===== config.mk =====
export PLATFORM = sky130hd
export DESIGN_NAME = genome_xover
export DESIGN_NICKNAME = d
export VERILOG_FILES = /design/src/rtl/genome_xover.sv
export SDC_FILE = /design/constraint.sdc
export NUM_CORES = 1
export LEC_CHECK = 0
export BUFFER_PORTS_ARGS = -buffer_cell sky130_fd_sc_hd__buf_2
export CORE_AREA = 2 2 102 104
export DETAILED_ROUTE_END_ITERATION = 6
export DIE_AREA = 0 0 104 106
export PLACE_DENSITY_LB_ADDON = 0.25
export SYNTH_ARGS = -nofsm -noshare
export SYNTH_HDL_FRONTEND = slang
export SYNTH_SLANG_ARGS = --single-unit

===== constraint.sdc =====
create_clock -name vclk -period 2
set_input_delay 0 -clock vclk [all_inputs]
set_output_delay 0 -clock vclk [all_outputs]
set_load 0.01 [all_outputs]

===== src/rtl/genome_xover.sv =====
module genome_xover #(
  parameter int N       = 64,
  parameter int R       = 6,
  parameter bit REG_OUT = 1'b0
) (
  input  logic         clk,
  input  logic         rst_n,
  input  logic [N-1:0] parent_a,
  input  logic [N-1:0] parent_b,
  input  logic [R-1:0] split,
  output logic [N-1:0] child_a,
  output logic [N-1:0] child_b
);

  logic [N-1:0] low_mask;
  logic [N-1:0] mix_a;
  logic [N-1:0] mix_b;

  for (genvar k = 0; k < N; k++) begin : g_therm
    assign low_mask[k] = (32'(split) >= k);
  end

  assign mix_a = (parent_a & ~low_mask) | (parent_b & low_mask);
  assign mix_b = (parent_b & ~low_mask) | (parent_a & low_mask);

  if (REG_OUT) begin : g_reg
    always_ff @(posedge clk or negedge rst_n) begin
      if (!rst_n) begin
        child_a <= '0;
        child_b <= '0;
      end else begin
        child_a <= mix_a;
        child_b <= mix_b;
      end
    end
  end else begin : g_comb
    assign child_a = mix_a;
    assign child_b = mix_b;
  end


  therm_shape_chk: assert property (@(posedge clk) disable iff (!rst_n)
    low_mask[0] && ((low_mask & (low_mask + 1'b1)) == '0));


  therm_count_chk: assert property (@(posedge clk) disable iff (!rst_n)
    (32'(split) >= N - 1) ? (low_mask == '1)
                          : ($countones(low_mask) == 32'(split) + 1));


  bit_perm_chk: assert property (@(posedge clk) disable iff (!rst_n)
    ((mix_a ^ mix_b) == (parent_a ^ parent_b)) &&
    ((mix_a & mix_b) == (parent_a & parent_b)));


  low_bit_swap_chk: assert property (@(posedge clk) disable iff (!rst_n)
    (mix_a[0] == parent_b[0]) && (mix_b[0] == parent_a[0]));


  full_swap_chk: assert property (@(posedge clk) disable iff (!rst_n)
    (32'(split) >= N - 1) |-> (mix_a == parent_b && mix_b == parent_a));

endmodule


==> impl_metrics.toml <==
[finish]
nFillCells = 1095
diodes = 0
seq_cell_count = 0
drive_gt1_frac = 0.809
ff_latch_area_um2 = 0
clkbuf_count = 0
syn_to_final_growth_pct = 71.3
nets = 615

[floorplanning]
rows = 37
coreArea_um2 = 10000
top_level_ports = 264
dieArea_um2 = 11000
initial_utilization = 0.196
dieHeight_um = 106
dieWidth_um = 104

[timing]
setup_tns_ps = 0
max_freq_ghz = 0.630
fin_crit_ps = 1590
final-hold-violation-count = 0
fin_crit_sh = 0.794
worst_pin_slew_ps = 588
slew_headroom = 0.605
fin_ws_ps = 413
rsz0062_at_grt = "false"
setup_violations = 0
report.final.slew_viol_count = 0

[power_and_ir_drop]
p_per_area_nw_per_um2 = 249
peakVddDrop_v = 0.0000830
p_leak_nw = 1.70
p_seq_frac = 0
clkPwrFrac = 0
sw_frac_of_total = 0.483
intPower_uw = 431
p_sw_uw = 402
combPwrFrac = 1.000

[synth]
syn_inst = 233
ys_warn_count = 0
syn_area_um2 = 1960
syn-num-nets = 369
yosysSeqAreaShare = 0
synth_cell_types = 31
avgSynthCellArea_um2 = 8.39

[min_path]
holdCritPathClass = "in -> out"
min_from = "parent_a[0]"
whs_path_depth = 0
min_to = "child_b[0]"

[critical_path]
slowest_delay_ps = 450
arrival_ps = 1590
endpoint_kind = "output pin"
required_ps = 2000
cp_slowest_cell = "or3_4"
cp-start-kind = "input port"
crit_chain = "buf_2, or3_4, or4_4, mux2_1, buf_2"
crit_fanout = 19
criticalPathCategory = "in -> out"
crit_top_cell = "buf_2"

[grt]
grt_pass1_vias = 2853
antenna_found_initial = 0
grt.overflow.total = 0
grt_usage = 0.143
grt_max_degree = 23
grt_pass1_wl_um = 13500

[flow_run]
cap_violations = 0

[routing]
final_antenna_net_count = 0
drt_iter0_markers = 64
routed_wl_um = 8670
drc = 0
wl_per_cell_um = 14.1
avgViaCountPerCell = 4.66
vias = 2854
drtPass1Iterations = 4

[place]
port_buffers = 258
hpwlAfterDp_um = 7330
gp_congestion = 0.799
place_ws_ps = 400

[status]
status = "complete, no violations"

[cts]
cts_hold_repair.buffers = 0
postCtsResizedCells = 0
cts_setup_buffers = 0
[synthesized netlist by cell type, types with 2 or more instances]
master    count  share of area
mux2_1        2          0.012
and2_1        5          0.016
or2_2         4          0.013
nand3_1       4          0.010
a31oi_1       3         0.0096
clkbuf_1      9          0.017
o21ai_0      12          0.031
mux2_2      120           0.69
nor3_1        3         0.0077
inv_1         3         0.0058
buf_2         2         0.0051
o211ai_1      2         0.0077
nand2_1      20          0.038
a21o_1        4          0.015
buf_4         2         0.0077
nor2_1        9          0.017
o21a_1        2         0.0077
a21oi_1      14          0.036
[worst max-delay path by stage]
stage                        start           to  slack (ps)  cells past startpoint
final                     split[3]   child_b[1]         410                      5
after global routing      split[4]  child_b[23]         310                      5
after CTS                 split[3]   child_b[1]         400                      5
after detailed placement  split[3]   child_b[1]         400                      5
after global placement    split[3]   child_b[1]         410                      5
after floorplan           split[3]   child_a[1]         720                      4
[per-stage QoR]
stage / total power [mW] / instance area [um^2] / util / hold slack, ps / cells
floorplan: 0.460 / 1960 / - / 91.8 / 233
global placement: 0.828 / 3350 / 0.335 / 0.119 / 613
detailed placement: 0.839 / 3350 / 0.335 / 0.119 / 613
CTS: 0.845 / 3350 / 0.335 / 0.119 / 613
global route: 0.908 / 3350 / 0.335 / 0.0166 / 613
finish: 0.833 / 3350 / 0.335 / 0.00450 / 613
[cells in the final DEF (no fill, tap or decap), drive strengths merged, types with 3 or more instances in the layout]
cell type	Yosys	final
nor3	3	3
mux2	122	122
or2	4	4
a21o	4	4
and2	5	5
inv	3	3
nand3	4	4
nand2	20	20
a31oi	3	3
buf	6	259
o21ai	12	12
nor2	9	9
a21oi	14	14
[critical path: cells and delay by family]
family | cells | cell delay [ps]
buf+inv | 2 | 370
mux | 1 | 330
simple gates | 2 | 890
[routing by layer]
metal | GRT usage | share of wire
met1 | 0.152 | 0.38
met4 | 0.00386 | 0.00092
met5 | 0 | 0
met3 | 0.0153 | 0.070
met2 | 0.313 | 0.55
[kinds of logic after synthesis]
kind of cell | after synthesis | synth area share
AO/OA/AOI/OAI | 40 | 0.119
buffers and inverters | 18 | 0.0435
multiplexers | 122 | 0.702
AND/OR/NAND/NOR | 53 | 0.135
[power by group through the flow]
| stage | combinational (mW) | clock [mW] | sequential [mW] |
|---|---|---|---|
| 2_1_floorplan | 0.460 | 0 | 0 |
| 3_3_place_gp | 0.828 | 0 | 0 |
| 3_5_place_dp | 0.839 | 0 | 0 |
| 4_1_cts | 0.845 | 0 | 0 |
| 5_1_grt | 0.908 | 0 | 0 |
| 6_report | 0.833 | 0 | 0 |
[area by class of cell]
| type | count | area (um^2) | share of cell area |
|---|---|---|---|
| tap | 136 | 170 | 0.0508 |
| timing repair buffer | 259 | 1300 | 0.388 |
| multi-input combinational | 215 | 1870 | 0.558 |
| inverter | 3 | 11.3 | 0.00336 |
Power figures use the tool's default switching activity.
